$ cat config.mk
export PLATFORM = sky130hd
export DESIGN_NAME = flash_rdresp
export DESIGN_NICKNAME = d
export VERILOG_FILES = /design/src/rtl/fl_resp_pkg.sv /design/src/rtl/fl_query_rom.sv /design/src/rtl/fl_ident_sel.sv /design/src/rtl/fl_status_reg.sv /design/src/rtl/flash_rdresp.sv
export SDC_FILE = /design/constraint.sdc
export NUM_CORES = 1
export LEC_CHECK = 0
export BUFFER_PORTS_ARGS = -buffer_cell sky130_fd_sc_hd__buf_2
export CORE_MARGIN = 8
export CORE_UTILIZATION = 39
export CTS_CLUSTER_SIZE = 10
export DETAILED_ROUTE_END_ITERATION = 8
export PLACE_DENSITY = 0.86
export SKIP_CTS_REPAIR_TIMING = 1
export SLEW_MARGIN = 20
export SYNTH_ARGS = -nofsm -noshare
export SYNTH_HDL_FRONTEND = slang
export SYNTH_SLANG_ARGS = --single-unit
$ cat constraint.sdc
create_clock -name clk -period 3.1 [get_ports clk]
set_input_delay 0.465 -clock clk [delete_from_list [all_inputs] [get_ports clk]]
set_output_delay 0.465 -clock clk [all_outputs]
set_load 0.05 [all_outputs]
$ cat src/rtl/fl_resp_pkg.sv
package fl_resp_pkg;

   typedef enum logic [2:0] {
      FM_ARRAY       = 3'd0,
      FM_UNLOCK_WAIT = 3'd1,
      FM_AUTOSEL     = 3'd2,
      FM_BUSY        = 3'd3,
      FM_QUERY       = 3'd4
   } fl_mode_e;

   localparam int unsigned OFFS_W = 8;
   localparam int unsigned ID_W   = 16;

   // Query table byte at index idx; geometry supplied by the caller.
   function automatic logic [7:0] query_byte(input int unsigned idx,
                                             input int unsigned lg_size,
                                             input int unsigned blk_m1,
                                             input int unsigned sec_bytes);
      logic [31:0] tmp;
      tmp = 32'h0;
      case (idx)
         'h10: tmp = 32'h51;
         'h11: tmp = 32'h52;
         'h12: tmp = 32'h59;
         'h13: tmp = 32'h02;
         'h1B: tmp = 32'h27;
         'h1C: tmp = 32'h36;
         'h1F: tmp = 32'h07;
         'h20: tmp = 32'h04;
         'h21: tmp = 32'h09;
         'h22: tmp = 32'h0C;
         'h23: tmp = 32'h01;
         'h24: tmp = 32'h04;
         'h25: tmp = 32'h0A;
         'h26: tmp = 32'h0D;
         'h27: tmp = lg_size;
         'h28: tmp = 32'h02;
         'h2A: tmp = 32'h05;
         'h2C: tmp = 32'h01;
         'h2D: tmp = blk_m1;
         'h2E: tmp = blk_m1 >> 8;
         'h2F: tmp = sec_bytes >> 8;
         'h30: tmp = sec_bytes >> 16;
         default: tmp = 32'h0;
      endcase
      return tmp[7:0];
   endfunction

endpackage

$ cat src/rtl/fl_query_rom.sv
module fl_query_rom
   import fl_resp_pkg::*;
#(
   parameter int unsigned CFI_DEPTH    = 64,
   parameter int unsigned SECTOR_BYTES = 65536,
   parameter int unsigned NUM_BLOCKS   = 128
) (
   input  logic [OFFS_W-1:0] idx_i,
   output logic [7:0]        q_o
);
   localparam int unsigned ROM_N = 1 << OFFS_W;
   localparam longint unsigned TOTAL_BYTES =
      longint'(SECTOR_BYTES) * longint'(NUM_BLOCKS);
   localparam int unsigned LG_SIZE = $clog2(TOTAL_BYTES);
   localparam int unsigned BLK_M1  = NUM_BLOCKS - 1;

   initial begin
      assert (CFI_DEPTH >= 'h31 && CFI_DEPTH <= ROM_N)
         else $error("CFI_DEPTH must cover the geometry fields and fit the offset");
      assert ((TOTAL_BYTES & (TOTAL_BYTES - 1)) == 0)
         else $error("total size must be a power of two");
      assert (NUM_BLOCKS >= 1 && NUM_BLOCKS <= 65536)
         else $error("NUM_BLOCKS out of range");
   end

   logic [7:0] rom [ROM_N];

   for (genvar i = 0; i < ROM_N; i++) begin : g_rom
      if (i < CFI_DEPTH) begin : g_used
         assign rom[i] = query_byte(i, LG_SIZE, BLK_M1, SECTOR_BYTES);
      end else begin : g_beyond
         assign rom[i] = 8'h00;
      end
   end

   assign q_o = rom[idx_i];

endmodule

$ cat src/rtl/fl_ident_sel.sv
module fl_ident_sel
   import fl_resp_pkg::*;
#(
   parameter logic [ID_W-1:0] ID0 = 16'h0001,
   parameter logic [ID_W-1:0] ID1 = 16'h0000,
   parameter logic [ID_W-1:0] ID2 = 16'hFFFF,
   parameter logic [ID_W-1:0] ID3 = 16'hFFFF
) (
   input  logic [OFFS_W-1:0] offs_i,
   output logic [ID_W-1:0]   id_o,
   output logic              use_arr_o
);
   localparam logic [ID_W-1:0] ALL_ONES = '1;

   always_comb begin
      id_o      = '0;
      use_arr_o = 1'b0;
      case (offs_i)
         8'h00: id_o = ID0;
         8'h01: id_o = ID1;
         8'h02: id_o = '0;
         8'h0E: begin
            id_o      = ID2;
            use_arr_o = (ID2 == ALL_ONES);
         end
         8'h0F: begin
            id_o      = ID3;
            use_arr_o = (ID3 == ALL_ONES);
         end
         default: use_arr_o = 1'b1;
      endcase
   end

endmodule

$ cat src/rtl/fl_status_reg.sv
module fl_status_reg (
   input  logic       clk,
   input  logic       rst_n,
   input  logic       rd_busy_i,
   input  logic       prog_i,
   input  logic       prog_d7_i,
   input  logic       erase_start_i,
   input  logic       erase_done_i,
   output logic [7:0] status_o
);
   localparam logic [7:0] POLL_BIT   = 8'h80;
   localparam logic [7:0] TOGGLE_BIT = 8'h40;

   logic [7:0] st_q;

   always_ff @(posedge clk or negedge rst_n) begin
      if (!rst_n)             st_q <= 8'h00;
      else if (prog_i)        st_q <= {~prog_d7_i, 7'h7F};
      else if (erase_start_i) st_q <= 8'h00;
      else if (erase_done_i)  st_q <= st_q ^ POLL_BIT;
      else if (rd_busy_i)     st_q <= st_q ^ TOGGLE_BIT;
   end

   assign status_o = st_q;

   logic any_evt;
   assign any_evt = prog_i | erase_start_i | erase_done_i;

   p_prog_r6: assert property (@(posedge clk) disable iff (!rst_n)
      prog_i |=> status_o == {~$past(prog_d7_i), 7'h7F});

   p_erase_clr_r7: assert property (@(posedge clk) disable iff (!rst_n)
      (erase_start_i && !prog_i) |=> status_o == 8'h00);

   p_erase_done_r7: assert property (@(posedge clk) disable iff (!rst_n)
      (erase_done_i && !prog_i && !erase_start_i) |=> status_o == ($past(status_o) ^ 8'h80));

   p_toggle_r5: assert property (@(posedge clk) disable iff (!rst_n)
      (rd_busy_i && !any_evt) |=> status_o == ($past(status_o) ^ 8'h40));

   p_hold_r10: assert property (@(posedge clk) disable iff (!rst_n)
      (!rd_busy_i && !any_evt) |=> $stable(status_o));

endmodule

$ cat src/rtl/flash_rdresp.sv
module flash_rdresp
   import fl_resp_pkg::*;
#(
   parameter int unsigned     DATA_W       = 16,
   parameter int unsigned     ADDR_W       = 20,
   parameter int unsigned     CFI_DEPTH    = 64,
   parameter int unsigned     SECTOR_BYTES = 65536,
   parameter int unsigned     NUM_BLOCKS   = 128,
   parameter logic [ID_W-1:0] ID0          = 16'h0001,
   parameter logic [ID_W-1:0] ID1          = 16'h0000,
   parameter logic [ID_W-1:0] ID2          = 16'hFFFF,
   parameter logic [ID_W-1:0] ID3          = 16'hFFFF
) (
   input  logic              clk,
   input  logic              rst_n,
   input  logic [2:0]        mode_i,
   input  logic [ADDR_W-1:0] addr_i,
   input  logic [DATA_W-1:0] arr_data_i,
   input  logic              rd_stb_i,
   input  logic              prog_evt_i,
   input  logic [DATA_W-1:0] prog_data_i,
   input  logic              erase_start_i,
   input  logic              erase_done_i,
   output logic [DATA_W-1:0] rd_data_o,
   output logic [7:0]        status_o
);
   initial begin
      assert (DATA_W == 8 || DATA_W == 16 || DATA_W == 32)
         else $error("DATA_W must be 8, 16 or 32");
      assert (ADDR_W >= OFFS_W)
         else $error("ADDR_W must hold the word offset");
   end

   fl_mode_e          mode;
   logic [OFFS_W-1:0] offs;
   logic [ID_W-1:0]   id_val;
   logic              id_use_arr;
   logic [7:0]        q_byte;
   logic [7:0]        status;
   logic [DATA_W-1:0] id_ext, q_ext, st_ext;

   assign mode = fl_mode_e'(mode_i);
   assign offs = addr_i[OFFS_W-1:0];

   fl_ident_sel #(.ID0(ID0), .ID1(ID1), .ID2(ID2), .ID3(ID3)) u_ident (
      .offs_i    (offs),
      .id_o      (id_val),
      .use_arr_o (id_use_arr)
   );

   fl_query_rom #(
      .CFI_DEPTH    (CFI_DEPTH),
      .SECTOR_BYTES (SECTOR_BYTES),
      .NUM_BLOCKS   (NUM_BLOCKS)
   ) u_query (
      .idx_i (offs),
      .q_o   (q_byte)
   );

   fl_status_reg u_status (
      .clk           (clk),
      .rst_n         (rst_n),
      .rd_busy_i     (rd_stb_i && (mode == FM_BUSY)),
      .prog_i        (prog_evt_i),
      .prog_d7_i     (prog_data_i[7]),
      .erase_start_i (erase_start_i),
      .erase_done_i  (erase_done_i),
      .status_o      (status)
   );

   // Width adaptation of the 8- and 16-bit sources onto the bus.
   if (DATA_W == 8) begin : g_narrow
      assign id_ext = id_val[7:0];
      assign q_ext  = q_byte;
      assign st_ext = status;
   end else begin : g_wide
      assign id_ext = {{(DATA_W-ID_W){1'b0}}, id_val};
      assign q_ext  = {{(DATA_W-8){1'b0}}, q_byte};
      assign st_ext = {{(DATA_W-8){1'b0}}, status};
   end

   always_comb begin
      case (mode)
         FM_AUTOSEL: rd_data_o = id_use_arr ? arr_data_i : id_ext;
         FM_BUSY:    rd_data_o = st_ext;
         FM_QUERY:   rd_data_o = q_ext;
         default:    rd_data_o = arr_data_i;
      endcase
   end

   assign status_o = status;

   p_array_r2: assert property (@(posedge clk) disable iff (!rst_n)
      (mode_i == 3'd0 || mode_i == 3'd1 || mode_i > 3'd4) |-> rd_data_o == arr_data_i);

   p_busy_r5: assert property (@(posedge clk) disable iff (!rst_n)
      (mode_i == 3'd3) |-> (rd_data_o[7:0] == status_o && (rd_data_o >> 8) == '0));

   p_query_range_r8: assert property (@(posedge clk) disable iff (!rst_n)
      (mode_i == 3'd4 && 32'(addr_i[OFFS_W-1:0]) >= CFI_DEPTH) |-> rd_data_o == '0);

endmodule

==> results by group <==
Outcome
  – Result of the run: complete, no violations

Detailed routing
  – Initial DRC count: 34
  – Wire length reported by the detailed router: 2650 µm
  – First-pass detailed-route iteration total: 4
  – Post-route DRC violation count: 0
  – Routed vias: around 1,000
  – Post-DRT Antenna Nets: 0
  – Wire length per cell after detailed routing: between 10 and 15 µm
  – Via count normalized by instance count: around 5.2

Worst setup path
  – Worst Reg2Reg Path Length in Cells: 3
  – Max Fanout on Critical Path: 8
  – Req. time, crit path: 2630 ps
  – Category of the most critical setup path: in -> out
  – Terminus of the critical flop-to-flop path: u_status.status_o[7]
  – Startpoint type of the worst setup path: input pin
  – Type of destination of the critical path: output port
  – Reg-to-reg slack, setup: 2300 ps
  – Arrival time at the worst endpoint: about 2200 ps
  – Startpoint of the most critical register-to-register path: u_status.status_o[7]

Job
  – Max capacitance violation total: 0

Logic synthesis
  – Count of flip-flops with a built-in enable after synthesis: 0
  – Syn_area_per_cell: about 7.2 µm²
  – Number of warnings printed during yosys synthesis: 0
  – Number of distinct library cells after synthesis: 46
  – Most numerous cell types in the synthesized netlist: 15 x nand2_1, 11 x nor2b_1, 7 x a21oi_1
  – Main synth FF type: dfrtp_1
  – Area of the mapped netlist: approximately 870 µm²
  – Proportion of netlist area held by the largest area contributor: 0.0860
  – Synthesized Nets: approximately 190
  – Cell type contributing the most total cell area after synthesis: dfrtp_1
  – Flip-flop and latch count after synthesis: 3
  – Sequential share of the synthesized area: 0.0860
  – Most frequent cell after synthesis: nand2_1
  – Main area contributors after synthesis: dfrtp_1 8.6%, ha_1 8.6%, nor2b_1 7.9%, nand2_1 6.4%, a21o_1 5.2%
  – Ys async rst share: 1.00
  – Number of instances in the synthesized netlist: 122

Timing
  – Worst max-slew margin expressed relative to the limit: 0.696
  – Final max-slew violation count: 0
  – Setup-violating endpoint count in the final report: 0
  – Smallest setup slack after layout: approximately 430 ps
  – Transition at the pin with the smallest max-transition slack: roughly 460 ps
  – Fin crit share: 0.862
  – Unrepaired setup endpoints after global routing: false
  – Post-route minimum period: ~2700 ps
  – Setup TNS after final layout: 0 ps
  – Worst hold-check slack: between 20 and 25 ps
  – Maximum clock skew at final layout: 0 ps
  – Final hold viol count: 0
  – Maximum operating frequency: 374 MHz

Finish
  – Final standard cell utilization of the core: 0.531
  – Combined flip-flop and latch cell area: approximately 75 µm²
  – Growth of design area from synthesis to finish: 31.9%
  – Multi-input gate area: a little over 700 µm²
  – Number of diodes: 0
  – Total Nets Final: 240
  – Max reg flops: 3
  – Count of fill cells added during filler insertion: approximately 230
  – Final instance area: about 1200 µm²
  – Share of layout cells above drive strength 1: 0.390

Placed design
  – Detailed placement HPWL: about 2300 µm
  – Final Wtd Congestion: 0.865
  – Setup Slack @ Placement: ~420 ps
  – Area after detailed placement: roughly 1100 µm²
  – PortBufs: between 50 and 60

Clock network
  – TritonCTS Buffers: 3
  – Count of clock tree sinks: 3
  – Root cell of the clock tree: clkbuf_4
  – Clock slew at the register clock pins of the worst setup and hold paths: roughly 40 ps
  – Buffer levels on the longest clock path: 2
  – Clock latency reported for the late side of the worst-skew pair: between 200 and 250 ps
  – TritonCTS clock tree: yes
  – Depth of the CTS H-tree: 1

Floorplanning
  – Core ar.: around 2200 µm²
  – Full die area: roughly 4000 µm²
  – Row Count: 17
  – Die outline width: 63.3 µm
  – Die outline height: between 60 and 70 µm
  – Initial core utilization: 0.403
  – Boundary Pins: 85

Power and ir drop
  – Max rail drop VDD: about 0.00025 V
  – P_leak: 0.593 nW
  – Power density over the cells: 302 nW/µm²

Global routing
  – Vias in the first global route: 1,026
  – First-pass GRT wire length: ~4400 µm
  – Total global-route track usage: 0.129
  – Initial antenna violation count: 0
  – Maximum number of pins on one net before global-route repair: 20
  – Overflow after GRT: 0

Hold path
  – HP Class: in -> async
## worst max path at each step
| stage | start | cells past startpoint | slack, ps | to |
|---|---|---|---|---|
| floorplan | addr_i[1] | 6 | 200 | rd_data_o[4] |
| global placement | addr_i[0] | 9 | 440 | rd_data_o[0] |
| detailed placement | addr_i[0] | 9 | 420 | rd_data_o[0] |
| CTS | addr_i[0] | 9 | 420 | rd_data_o[0] |
| global route | addr_i[0] | 9 | 320 | rd_data_o[0] |
| finish | addr_i[0] | 9 | 430 | rd_data_o[0] |
## critical path: stages
cell and delay, ps:
buf_2 160, inv_1 80, ha_1 280, or3_4 430, nand4_4 120, mux2i_1 230, a221oi_2 80, o21ai_1 80
buf_2 270
## power by group
part	switching, mW	leakage [nW]	internal, mW	total, mW
logic	0.166	0.545	0.0690	0.235
clock network	0.0185	0.0150	0.0481	0.0666
registers	0.00357	0.0338	0.0426	0.0462
## cell families after synthesis
logic type      synth area share
simple gates               0.380
compound gates             0.291
buf+inv                    0.103
fa+ha+maj                 0.0860
mux                       0.0344
flops                     0.0860
xor+xnor                  0.0201
## layer usage
| metal | part of all wire | track usage | wire length [µm] | vias up |
|---|---|---|---|---|
| li1 | - | - | - | 536 |
| met1 | 0.43 | 0.141 | 1150 | 467 |
| met2 | 0.47 | 0.228 | 1250 | 40 |
| met3 | 0.078 | 0.0300 | 206 | 4 |
| met4 | 0.016 | 0.0585 | 43 | 0 |
| met5 | 0 | 0 | 0 | - |
## cell usage in the layout, fill, tap and decap left out, types with 2 or more instances in the layout
master    instances
nor2_1            5
nand2_1          15
a31oi_1           2
inv_1             6
nand2b_1          2
a21oi_1           7
ha_1              6
nor2b_1          11
a311oi_1          2
nor3b_1           3
buf_2            57
a21o_1            6
dfrtp_1           3
nand3_1           5
o21ai_0           6
clkbuf_4          3
mux2i_1           3
## through the flow
| stage | power, mW | cells |
|---|---|---|
| 2_1_floorplan | 0.226 | 122 |
| 3_3_place_gp | 0.280 | 196 |
| 3_5_place_dp | 0.283 | 196 |
| 4_1_cts | 0.353 | 200 |
| 5_1_grt | 0.375 | 200 |
| 6_report | 0.348 | 200 |
## final cells by class
type / instances / share of cell area
Clock buffer: 4 / 0.0228
Inverter: 6 / 0.0195
Multi-Input combinational cell: 102 / 0.615
Sequential cell: 3 / 0.0651
Tap cell: 28 / 0.0304
Timing Repair Buffer: 57 / 0.248
Power figures use the tool's default switching activity.
